[src/rtl/ea_gen.sv]
module ea_gen #(
  parameter int AW   = 24,
  parameter int DW   = 32,
  parameter int DSPW = 16,
  parameter int OFSW = 8
) (
  input  logic          clk,
  input  logic          rst_n,
  input  logic          req,
  input  logic [3:0]    mode,
  input  logic [1:0]    size,
  input  logic [DW-1:0] areg,
  input  logic [DW-1:0] idx,
  input  logic [DSPW-1:0] disp,
  input  logic [DW-1:0] pc,
  input  logic [DW-1:0] absw,
  output logic          vld,
  output logic [AW-1:0] ea,
  output logic          wb_en,
  output logic [DW-1:0] wb_data,
  output logic          mis_align
);
  localparam logic [3:0] M_IND  = 4'd0;
  localparam logic [3:0] M_INC  = 4'd1;
  localparam logic [3:0] M_DEC  = 4'd2;
  localparam logic [3:0] M_ADSP = 4'd3;
  localparam logic [3:0] M_AIDX = 4'd4;
  localparam logic [3:0] M_PDSP = 4'd5;
  localparam logic [3:0] M_PIDX = 4'd6;
  localparam logic [3:0] M_ABSS = 4'd7;
  localparam logic [3:0] M_ABSL = 4'd8;
  localparam int SHW = 16;

  logic [DW-1:0] step, disp_x, ofs_x, abs_x, sum, wb_c;
  logic          wen_c, known;

  assign step   = (size == 2'd0) ? DW'(1) : (size == 2'd1) ? DW'(2) : DW'(4);
  assign disp_x = {{(DW-DSPW){disp[DSPW-1]}}, disp};
  assign ofs_x  = {{(DW-OFSW){disp[OFSW-1]}}, disp[OFSW-1:0]};
  assign abs_x  = {{(DW-SHW){absw[SHW-1]}}, absw[SHW-1:0]};

  always_comb begin
    sum   = '0;
    wb_c  = areg;
    wen_c = 1'b0;
    known = 1'b1;
    case (mode)
      M_IND:  sum = areg;
      M_INC:  begin sum = areg; wb_c = areg + step; wen_c = 1'b1; end
      M_DEC:  begin sum = areg - step; wb_c = areg - step; wen_c = 1'b1; end
      M_ADSP: sum = areg + disp_x;
      M_AIDX: sum = areg + idx + ofs_x;
      M_PDSP: sum = pc + disp_x;
      M_PIDX: sum = pc + idx + ofs_x;
      M_ABSS: sum = abs_x;
      M_ABSL: sum = absw;
      default: known = 1'b0;
    endcase
  end

  always_ff @(posedge clk) begin
    if (!rst_n) begin
      vld       <= 1'b0;
      ea        <= '0;
      wb_en     <= 1'b0;
      wb_data   <= '0;
      mis_align <= 1'b0;
    end else begin
      vld       <= req;
      wb_en     <= req && wen_c;
      mis_align <= req && known && sum[0] && (size != 2'd0);
      if (req) begin
        ea      <= sum[AW-1:0];
        wb_data <= wb_c;
      end
    end
  end

  // valid pulse follows the request one edge later
  p_vld_follow_r11: assert property (@(posedge clk) disable iff (!rst_n)
    req |=> vld);
  p_vld_quiet_r11: assert property (@(posedge clk) disable iff (!rst_n)
    !req |=> !vld && !wb_en);
  // write-back only for auto modes
  p_wb_auto_only_r9: assert property (@(posedge clk) disable iff (!rst_n)
    wb_en |-> vld && ($past(mode) == M_INC || $past(mode) == M_DEC));
  // post-increment keeps the old value as address
  p_postinc_addr_r4: assert property (@(posedge clk) disable iff (!rst_n)
    (wb_en && $past(mode) == M_INC) |-> ea == $past(areg[AW-1:0]));
  // pre-decrement address equals the written-back value
  p_predec_same_r5: assert property (@(posedge clk) disable iff (!rst_n)
    (wb_en && $past(mode) == M_DEC) |-> ea == wb_data[AW-1:0]);
  // short absolute upper bits replicate bit 15
  p_abs_short_r7: assert property (@(posedge clk) disable iff (!rst_n)
    (vld && $past(mode) == M_ABSS) |->
      ($countones(ea[AW-1:SHW-1]) == 0 || $countones(ea[AW-1:SHW-1]) == AW-SHW+1));
  // flag only on odd non-byte addresses
  p_misalign_odd_r10: assert property (@(posedge clk) disable iff (!rst_n)
    mis_align |-> vld && ea[0] && $past(size) != 2'd0);
  // unused modes give zero address and no write-back
  p_unused_mode_r12: assert property (@(posedge clk) disable iff (!rst_n)
    (vld && $past(mode) > M_ABSL) |-> ea == '0 && !wb_en && !mis_align);
endmodule

[config.mk]
export PLATFORM = sky130hd
export DESIGN_NAME = ea_gen
export DESIGN_NICKNAME = d
export VERILOG_FILES = /design/src/rtl/ea_gen.sv
export SDC_FILE = /design/constraint.sdc
export NUM_CORES = 1
export LEC_CHECK = 0
export BUFFER_PORTS_ARGS = -buffer_cell sky130_fd_sc_hd__buf_2
export CAP_MARGIN = 20
export CORE_AREA = 2 2 174 176
export DETAILED_ROUTE_END_ITERATION = 10
export DIE_AREA = 0 0 176 178
export MAX_ROUTING_LAYER = met4
export PLACE_DENSITY = 0.5
export SYNTH_ARGS = -nofsm -noshare
export SYNTH_HDL_FRONTEND = slang
export SYNTH_SLANG_ARGS = --single-unit
[constraint.sdc]
create_clock -name clk -period 4.2 [get_ports clk]
set_input_delay 0.42 -clock clk [delete_from_list [all_inputs] [get_ports clk]]
set_output_delay 0.42 -clock clk [all_outputs]
set_load 0.03 [all_outputs]
# Word level (Yosys, flattened, before mapping)
# Cells that the tools add are included.
dict set report classes {
  addsub 8
  n_eq_ne 9
  muxes 6
  reduce_logical 10
}
# cell n
set op_table {}
lappend op_table {{case mux 24 bit (8 select lines)} 1}
lappend op_table {{adder 24 bit} 6}
lappend op_table {{case mux 32 bit (2 select lines)} 1}
lappend op_table {{adder 32 x 3 -> 32 bit} 1}
lappend op_table {{subtractor 32 x 3 -> 32 bit} 1}
lappend op_table {{== test 4 x 3 -> 1 bit (second input constant)} 4}
lappend op_table {{OR reduction 9 bit} 1}
lappend op_table {{== test 4 x 2 -> 1 bit (second input constant)} 2}
lappend op_table {{2-to-1 mux 3 bit} 2}
lappend op_table {{== test 4 x 1 -> 1 bit (second input constant)} 1}
lappend op_table {{== test 4 bit (second input constant)} 1}
lappend op_table {{logical AND 1 bit} 4}
lappend op_table {{logical NOT 4 bit} 1}
lappend op_table {{OR reduction 2 bit} 2}
lappend op_table {{== test 2 x 1 -> 1 bit (second input constant)} 1}
lappend op_table {{logical NOT 2 bit} 1}
lappend op_table {{2-to-1 mux 1 bit} 2}
lappend op_table {{nonzero test 2 bit} 1}
dict set report totals {
  ff_bits 59
  input_bits 153
  output_inout_bits 59
  wordCells 38
}

# Logic depth before layout (Yosys ltp)
# Gate-level depths: netlist of run 1.
dict set report depth {
  ltp_word 7
  mapped_depth 19
  depth_no_buf 17
}

# Least setup slack after synthesis of run 1
# Ideal clock, no wire load.
dict set report synth_path {
  path_type {in2reg}
  from {input mode[2]}
  to {register ea[23]}
  setup_time_ns 0.127
  t_arrival_ns 4.208
  required_time_ns 4.073
  setup_slack_ns -0.135
  cell_stages 16
  n_path_buf 2
  cell_sequence {clkbuf_1 nor2b_1 nand2_1 nor2_1 clkbuf_1 mux2_2 ha_1 o21ai_0 o21ai_0 nand4_1 a211oi_1 a21boi_0 o31ai_1 xnor2_1 a221oi_1 a31oi_1}
}
dict set report synth_via {
  elab_chain_len 3
  elab_cells_between_ends 11
  cone_classes {eq/ne (8); mux (1); reduce/logical (2)}
}
# element line
set synth_lines {}
lappend synth_lines {{start, declared} 10} ;# input logic [3:0] mode,
lappend synth_lines {{== test 4 x 1 -> 1 bit or logical NOT 4 bit (tied branches)} 47} ;# case (mode)
lappend synth_lines {{OR reduction 2 bit (no line)} --}
lappend synth_lines {{case mux 24 bit (8 select lines) *} 47}
lappend synth_lines {{end signal, assigned} 73} ;# ea <= sum[AW-1:0];
lappend synth_lines {{end, declared} 18} ;# output logic [AW-1:0] ea,
# Every way passes the cells marked *; elsewhere a longest branch is shown, timed or not.
# A chain may end at the register's enable or synchronous reset.

# Final worst setup path of run 1
# Ends and elaborated chain as after synthesis.

==> results of run 1 <==
[final cells by class]
class,count,area [sq um]
clock inverter,6,88.84
timing repair buffer,254,1476
clock buffer,10,239.0
fill,3172,18570
sequential,59,1181
inverter,31,116.4
multi-input combinational,953,7242
tap,390,488.0
[cells in the final DEF (no fill, tap or decap), types with 39 or more instances in the layout]
master,Yosys,final
buf_2,6,187
nand2_1,96,96
a21oi_1,94,94
nor2_1,91,89
o21ai_0,80,79
ha_1,73,73
buf_4,0,64
dfxtp_1,59,59
xnor2_1,57,57
fa_1,51,51
xor2_1,39,39
[flip-flops by register name (all words and copies together), names as in the netlist]
name       cells
wb_data       32
vld            1
ea            24
wb_en          1
mis_align      1
[how the worst max path moves through the flow]
stage | from | end | slack (ns)
finish | mode[2] | ea[23] | 0.32
global route | mode[2] | ea[23] | 0.08
CTS | mode[3] | ea[23] | 0.02
detailed placement | mode[3] | ea[23] | -0.30
global placement | mode[3] | ea[23] | -0.20
floorplan | mode[2] | ea[23] | 0.11
[stage by stage]
stage | instance area (sq um) | power (W)
6_report | 10830 | 0.003171
5_1_grt | 10830 | 0.003396
4_1_cts | 10820 | 0.003182
3_5_place_dp | 10490 | 0.002335
3_3_place_gp | 10490 | 0.002338
2_1_floorplan | 8725 | 0.001737
[layer usage]
layer  track usage  vias to the layer above  routed length [um]
met5             -                        -                   0
met4       0.06405                        0                 953
met3       0.04156                       49                1960
met2        0.3866                      322               16470
li1              -                     4510                   -
met1        0.2966                     4445               15990
[power by group]
group	switching, W	total, W	leakage, nW	internal, W
sequential	0.0000254	0.000621	0.485	0.000596
clock	0.000300	0.000835	0.155	0.000535
combinational	0.00101	0.00171	4.15	0.000703
[what timing repair did]
| action | 4_1_cts | 5_1_grt |
|---|---|---|
| setup endpoints to repair | 0 | 1 |
| gates resized for setup | 0 | 4 |
| hold buffers | 0 | 0 |
| hold endpoints to repair | 0 | 0 |
[worst register-to-register path: cells and delay by family (launching register included)]
family          cells  cell delay, ns
flops               1            0.33
simple gates        1            0.08
compound gates      5            0.93
[logic make-up after synthesis]
group | count (synthesis)
mux | 41
simple gates | 322
fa+ha+maj | 124
xor+xnor | 96
compound gates | 370
buf+inv | 87
flops | 59
==> metrics.txt, run 1 <==
Synth Warn #=0; Max Clock Freq=0.2579 GHz; P&R area growth vs syn=24.20%; LEAKAGE=4.795 nW; post-synthesis mux area share=0.04993; number of synthesized register bits=59; path type of the worst min-delay path=input port to flip-flop; max-cap violations=0; setup TNS=0 ns; Top Ports=212; commonest cells in the netlist=nand2_1 (96), a21oi_1 (94), nor2_1 (91); Synth Area in Simple Gates=0.1765; hold endpoint=ea[2]; Post-synth EDFFs=0; Nets=1585; most common cell in the netlist=nand2_1; non-filler cells, final=1703; Syn Inst Count=1099; count of cell types in the netlist=70; VDD IR max=0.2117 mV; Bufs on Longest Clock Path=2; Slew headroom=0.2344; xor/xnor share of the synthesized area=0.09641; crit path DAT=4.10 ns; CP required=4.42 ns; startpoint types=input port; CP max FO=6; vias=9326; Worst path slowest cell=a21boi_0; crit-path leading delay family=compound AO/OA/AOI/OAI gates; status=finished clean; GRT Overall Usage=0.2346; critical path depth in cells=17; post-synthesis adder-cell area fraction=0.2218; Yosys top cell by area=dfxtp_1; Initial Util=0.2966; initial antenna violation count=1; final hold slack=0.3371 ns; Clock Skews=0 ns; Worst R2R Path Depth=6; aggregate global routing overflow=0; utilization after layout=0.3684; H-tree depth=3; main combinational cell family by area after synthesis=compound AO/OA/AOI/OAI gates; Final Critical Period=3.878 ns; R2R setup slack=2.74 ns; CP bufs+invs=3; Power Density=292.7 nW/um^2; drt via density=5.476; CP peak stage delay=0.55 ns; row cnt=63; Initial DRC Count=528; vias in the first global route=9249; Final Hold Fails=0; IO buf count=187; Die Span Y=178 um; Hold Path Depth=3; first-pass GRT wire length=54030 um; DRC viols=0; sequential area share after synthesis=0.1354; cts bufs inserted=9; placed insts=1687; DP HPWL=29400 um; GP Congestion=0.9447; Post-synth top flop=dfxtp_1; layout cells sized above 1=0.2376; post-CTS setup buffers=0; Root Driver=clkbuf_16; WL/cell=20.77 um; CTS tree=yes; Antenna Nets Post-Route=0; mapped cell area=8721 sq um; RR Endpoint=ea[19]; Final Max Slew Viols=0; core area=29400 sq um; Worst Max-Slew Pin Slew=1.148 ns; critical-path cell list=buf_2 -> nor2b_2 -> nand2_1 -> nor2_2 -> buf_12 -> mux2_2 -> ha_1 -> a211oi_1 -> o21ai_1 -> nand4_1 -> a211oi_2 -> buf_4 -> a21boi_0 -> o31ai_2 -> xnor2_1 -> a221oi_1 -> a31oi_1; endpoint type of the worst setup path=flip-flop; type of the worst setup path=input port to flip-flop; Routed Wire Length=35380 um; Compound-Gate Fraction of Synth Area=0.2808; r2r startpoint=ea[19]; Worst Slack Setup Final=0.3222 ns; RSZ-0062 raised after global routing=no; DRT Pass-1 Iters=5; n_diodes=0; asr flop ratio synth=0; Clock Latency Late Sink=0.35 ns; TritonCTS sink count=59; dpl ws=-0.3020 ns; Final period util=0.9233; die area=31330 sq um; mean post-synth cell area=7.935 sq um; top post-synthesis cells by area=dfxtp_1 (14%), fa_1 (12%), ha_1 (10%); Die Span X=176 um; share of the synthesized area in the top cell type=0.1354; pin count of the biggest net entering global routing=33; Final setup viols=0; Reg clk slew, reported paths=0.06 ns; Hold Crit Start=absw[2]; post-synth net total=1376
(Power assumes the default switching activity.)
==> run 2, diff against run 1 <==
Settings changed: RECOVER_POWER set to 100.
==> metrics.txt, run 2 (synthesis results as in run 1) <==
Clock Latency Late Sink=0.35 ns (about the same); path type of the worst min-delay path=input port to flip-flop; Top reg by flops=wb_data; DP HPWL=29400 um (unchanged); GR Layer Usage met2=0.3866 (unchanged); utilization after layout=0.3634 (-0.005022); Routed Wire Length=35460 um (+0.24%); Pwr Total=0.003146 W (-0.79%); TritonCTS sink count=59 (unchanged); layout cells sized above 1=0.1767 (-0.06093); most frequent cells in the layout=buf_2 (125), nand2_1 (96), a21oi_1 (94); R2R setup slack=2.71 ns (-0.03 ns); P&R area growth vs syn=22.51%; DRC viols=0 (unchanged); Antenna Nets Post-Route=0 (unchanged); IO buf count=187 (unchanged); Reg clk slew, reported paths=0.06 ns (about the same); Nets=1585 (unchanged); startpoint types=input port; Worst Max-Slew Pin Slew=1.697 ns (+0.5484 ns); aggregate global routing overflow=0 (unchanged); dpl ws=-0.3020 ns (unchanged); Initial Util=0.2966 (unchanged); Final setup viols=0 (unchanged); crit path DAT=4.11 ns (about the same); Initial DRC Count=586 (+11%); Worst Setup SP=mode[2]; pin count of the biggest net entering global routing=33 (unchanged); Bufs on Longest Clock Path=2 (unchanged); area of the multi-input gates=7217 sq um (-0.35%); vias in the first global route=9249 (unchanged); type of the worst setup path=input port to flip-flop; RSZ-0062 raised after global routing=no; n_diodes=0 (unchanged); Hold Path Depth=3 (unchanged); Final Max Slew Viols=33 (+33); endpoint type of the worst setup path=flip-flop; H-tree depth=3 (unchanged); core area=29400 sq um (unchanged); met3 usage in global routing=0.04156 (unchanged); CP endpoint=ea[23]; die area=31330 sq um (unchanged); post-cts sizing count=0 (unchanged); number of flip-flops in the largest register=32 (unchanged); Max Clock Freq=0.2573 GHz (-0.21%); Clock Skews=0 ns (unchanged); row cnt=63 (unchanged); RR Endpoint=ea[19]; DRT Pass-1 Iters=5 (unchanged); Top Ports=212 (unchanged); Die Span X=176 um (unchanged); Die Span Y=178 um (unchanged); final hold slack=0.3416 ns (+0.004554 ns); GRT Overall Usage=0.2346 (unchanged); total area of sequential cells=1181 sq um (unchanged); status=finished with violations; VDD IR max=0.2015 mV (-4.8%); GP Congestion=0.9447 (unchanged); post-CTS setup buffers=0 (unchanged); CTS tree=yes; WL/cell=20.82 um (+0.24%); Final period util=0.9253 (+0.001987); CP required=4.42 ns (about the same); Root Driver=clkbuf_16; Final Critical Period=3.886 ns (+0.008345 ns); CP max FO=6 (unchanged); fillers=3203 (+0.98%); failing checks=max-capacitance violations, max-slew violations; most common library cell in the layout ignoring fill and taps=buf_2; first-pass GRT wire length=54030 um (unchanged); Worst R2R Path Depth=6 (unchanged); r2r startpoint=ea[19]; CTS Hold Bufs=0 (unchanged); busiest grt layer=met2; Final Hold Fails=0 (unchanged); global routing usage on met1=0.2966 (unchanged); cts bufs inserted=9 (unchanged); max-cap violations=1 (+1); LEAKAGE=4.509 nW (-6.0%); Slew headroom=-0.1312 (-0.3656); Worst Slack Setup Final=0.3139 ns (-0.008345 ns); vias=9326 (unchanged); drt via density=5.476 (unchanged); biggest regs=wb_data x32, ea x24; Power Density=294.4 nW/um^2 (+0.58%); initial antenna violation count=1 (unchanged)
[run 2: cell count changes in the layout (fill, tap and decap cells not counted), sizes merged]
cell    change
clkbuf     +75
buf        -75
[run 2: worst min-delay path by stage]
stage	slack [ns]	from	to
6_report	0.34	absw[2]	ea[2]
2_1_floorplan	0.57	absw[2]	ea[2]
3_5_place_dp	0.45	wb_data[27]	wb_data[27]
3_3_place_gp	0.44	wb_data[27]	wb_data[27]
5_1_grt	0.34	absw[2]	ea[2]
4_1_cts	0.33	absw[2]	ea[2]
[run 2: where the power goes]
group | internal [W] | switching, W | leakage [nW]
clock | 0.000535 | 0.000299 | 0.155
sequential | 0.000596 | 0.0000264 | 0.485
combinational | 0.000680 | 0.00101 | 3.87
total | 0.00181 | 0.00133 | 4.51
[run 2: stage by stage]
stage / setup TNS, ns / std cells / instance area [sq um]
final: 0 / 1703 / 10680
after global routing: 0 / 1703 / 10680
after CTS: 0 / 1703 / 10820
after detailed placement: -0.3020 / 1687 / 10490
after global placement: -0.2006 / 1687 / 10490
after floorplan: 0 / 1099 / 8725
[run 2: metal layers]
| metal | share of wire | vias up |
|---|---|---|
| li1 | - | 4514 |
| met1 | 0.45 | 4438 |
| met2 | 0.47 | 324 |
| met3 | 0.060 | 50 |
| met4 | 0.026 | 0 |
| met5 | 0 | - |
[run 2: critical path, stage by stage]
cell      delay, ns
buf_2          0.08
nor2b_2        0.22
nand2_1        0.09
nor2_2         0.16
buf_12         0.16
mux2_1         0.35
ha_1           0.30
a211oi_1       0.32
o21ai_1        0.22
nand4_1        0.20
a211oi_2       0.10
buf_4          0.16
a21boi_0       0.55
o31ai_2        0.13
xnor2_1        0.18
a221oi_1       0.34
a31oi_1        0.12
[run 2: cell type report]
cell class / count / area share
well taps: 390 / 0.04567
clock inverters: 6 / 0.008315
multi-input cells: 953 / 0.6755
inverters: 31 / 0.01089
repair buffers: 254 / 0.1267
flip-flops and latches: 59 / 0.1106
clock buffers: 10 / 0.02237
==> run 3, diff against run 2 <==
Settings changed: PLACE_DENSITY 0.5 to 0.48.
Clock period 4.2 ns to 4.5 ns, I/O delays scaled along.
==> metrics.txt, run 3 (synthesis results as in run 1) <==
vias=9186 (-1.5%); first-pass GRT wire length=53030 um (-1.9%); Top reg by flops=wb_data; CP max FO=6 (unchanged); total area of sequential cells=1181 sq um (unchanged); core area=29400 sq um (unchanged); Sw Ratio=0.4405 (+0.01615); Max Clock Freq=0.2454 GHz; Nets=1565 (-1.3%); CTS Hold Bufs=0 (unchanged); Die Span X=176 um (unchanged); endpoint type of the worst setup path=flip-flop; Final Max Slew Viols=33 (unchanged); R2R setup slack=3.00 ns (+0.29 ns); Hold Path Depth=3 (unchanged); drt via density=5.458 (-0.33%); pin count of the biggest net entering global routing=33 (unchanged); Internal=0.001555 W (-14%); Worst Max-Slew Pin Slew=1.580 ns (-0.1165 ns); vias in the first global route=9025 (-2.4%); Final period util=0.9055; Die Span Y=178 um (unchanged); Power Density=265.7 nW/um^2 (-9.8%); Antenna Nets Post-Route=0 (unchanged); Final Hold Fails=0 (unchanged); non-filler cells, final=1683 (-1.2%); max-cap violations=1 (unchanged); Sequential Power Share=0.209 (+0.011); Final Critical Period=4.075 ns; hold endpoint=ea[2]; die area=31330 sq um (unchanged); P&R area growth vs syn=19.94%; Reg clk slew, reported paths=0.06 ns (about the same); initial antenna violation count=2 (+1); DRT Pass-1 Iters=4 (-1); GP Congestion=0.9279 (-1.8%); placed insts=1667 (-1.2%); number of flip-flops in the largest register=32 (unchanged); Routed Wire Length=35050 um (-1.2%); area of the multi-input gates=7196 sq um (-0.29%); VDD IR max=0.1273 mV (-37%); most frequent cells in the layout=buf_2 (125), nand2_1 (96), a21oi_1 (94); DP HPWL=29050 um (-1.2%); Hold Crit Start=absw[2]; TritonCTS sink count=59 (unchanged); setup TNS=0 ns (unchanged); aggregate global routing overflow=0 (unchanged); cts bufs inserted=9 (unchanged); WL/cell=20.82 um (about the same); r2r startpoint=ea[19]; CTS tree=yes; Clk network pwr share=0.232 (-0.033); IO buf count=187 (unchanged); fillers=3226 (+0.72%); RR Endpoint=ea[19]; Top Ports=212 (unchanged); Clock Skews=0 ns (unchanged); failing checks=max-capacitance violations, max-slew violations; Initial Util=0.2966 (unchanged); H-tree depth=3 (unchanged); Worst path slowest cell=a21boi_0; CP peak stage delay=0.51 ns (-0.04 ns); Root Driver=clkbuf_16; Initial DRC Count=707 (+21%); Bufs on Longest Clock Path=2 (unchanged); critical-path cell list=buf_2 -> nor2b_1 -> nand2_1 -> nor2_1 -> buf_12 -> mux2_1 -> ha_1 -> a211oi_1 -> o21ai_0 -> nand4_1 -> a211oi_1 -> buf_4 -> a21boi_0 -> o31ai_1 -> xnor2_1 -> a221oi_1 -> a31oi_1; crit path DAT=4.30 ns (+0.19 ns); crit-path most repeated cell=a211oi_1; Slew headroom=-0.05353 (+0.07769); Worst R2R Path Depth=6 (unchanged); LEAKAGE=4.380 nW (-2.9%); status=finished with violations; NetSw=0.001224 W (-8.3%); CP required=4.72 ns (+0.30 ns); Comb pwr share=0.559 (+0.022); RSZ-0062 raised after global routing=no; layout cells sized above 1=0.1610 (-0.01570); path type of the worst min-delay path=input port to flip-flop; biggest regs=wb_data x32, ea x24; startpoint types=input port; GRT Overall Usage=0.2301 (-0.004504); post-CTS setup buffers=0 (unchanged); most common library cell in the layout ignoring fill and taps=buf_2; row cnt=63 (unchanged); Clock Latency Late Sink=0.33 ns (-0.02 ns); DRC viols=0 (unchanged); post-cts sizing count=0 (unchanged); Final setup viols=0 (unchanged); type of the worst setup path=input port to flip-flop
run 3: cell count changes in the layout (fill, tap and decap cells not counted), sizes merged:
cell / delta
buf: -18
bufinv: -2
clkbuf: -2
clkinv: +1
diode: +1
run 3: worst max path at each step:
stage                  from     end  slack, ns
global placement    mode[3]  ea[23]       0.23
CTS                 mode[3]  ea[23]       0.55
floorplan           mode[2]  ea[23]       0.13
finish              mode[3]  ea[23]       0.43
detailed placement  mode[3]  ea[23]       0.21
global route        mode[2]  ea[23]       0.16
run 3: area by class of cell:
cell class | count | share of cell area
repair buffers | 234 | 0.1154
clock inverters | 5 | 0.002871
multi-input cells | 953 | 0.6879
well taps | 390 | 0.04665
clock buffers | 10 | 0.02285
diodes | 1 | 0.0002392
flip-flops and latches | 59 | 0.1129
inverters | 31 | 0.01112
run 3: through the flow:
step / hold slack, ns / area (sq um) / setup WS (ns) / utilization / power [W]
2_1_floorplan: 0.5750 / 8721 / 0.1346 / - / 0.001621
3_3_place_gp: 0.4378 / 10330 / 0.2323 / 0.3515 / 0.002157
3_5_place_dp: 0.4410 / 10330 / 0.2131 / 0.3515 / 0.002160
4_1_cts: 0.3640 / 10600 / 0.5460 / 0.3607 / 0.002815
5_1_grt: 0.4104 / 10460 / 0.1575 / 0.3558 / 0.002987
6_report: 0.3975 / 10460 / 0.4255 / 0.3558 / 0.002779
run 3: routing by layer:
layer  share of wire  global-route usage  up-vias
met5               0                   -        -
met4           0.028             0.06543        0
met3           0.049             0.03538       54
met2            0.48              0.3817      296
met1            0.45              0.2911     4369
li1                -                   -     4467
run 3: power groups by stage:
stage | Sequential, W | Clock, W | Combinational, W
2_1_floorplan | 0.000647 | 0 | 0.000974
3_3_place_gp | 0.000592 | 0 | 0.00156
3_5_place_dp | 0.000592 | 0 | 0.00157
4_1_cts | 0.000581 | 0.000658 | 0.00158
5_1_grt | 0.000584 | 0.000680 | 0.00172
6_report | 0.000582 | 0.000644 | 0.00155
run 3: worst max-delay path: cells and delay by family:
kind | cells | cell delay, ns
and+or+nand+nor | 4 | 0.66
adders and majority gates | 1 | 0.30
muxes | 1 | 0.34
AOI/OAI and AO/OA | 7 | 1.88
xor gates and xnor gates | 1 | 0.19
buffers and inverters | 3 | 0.44
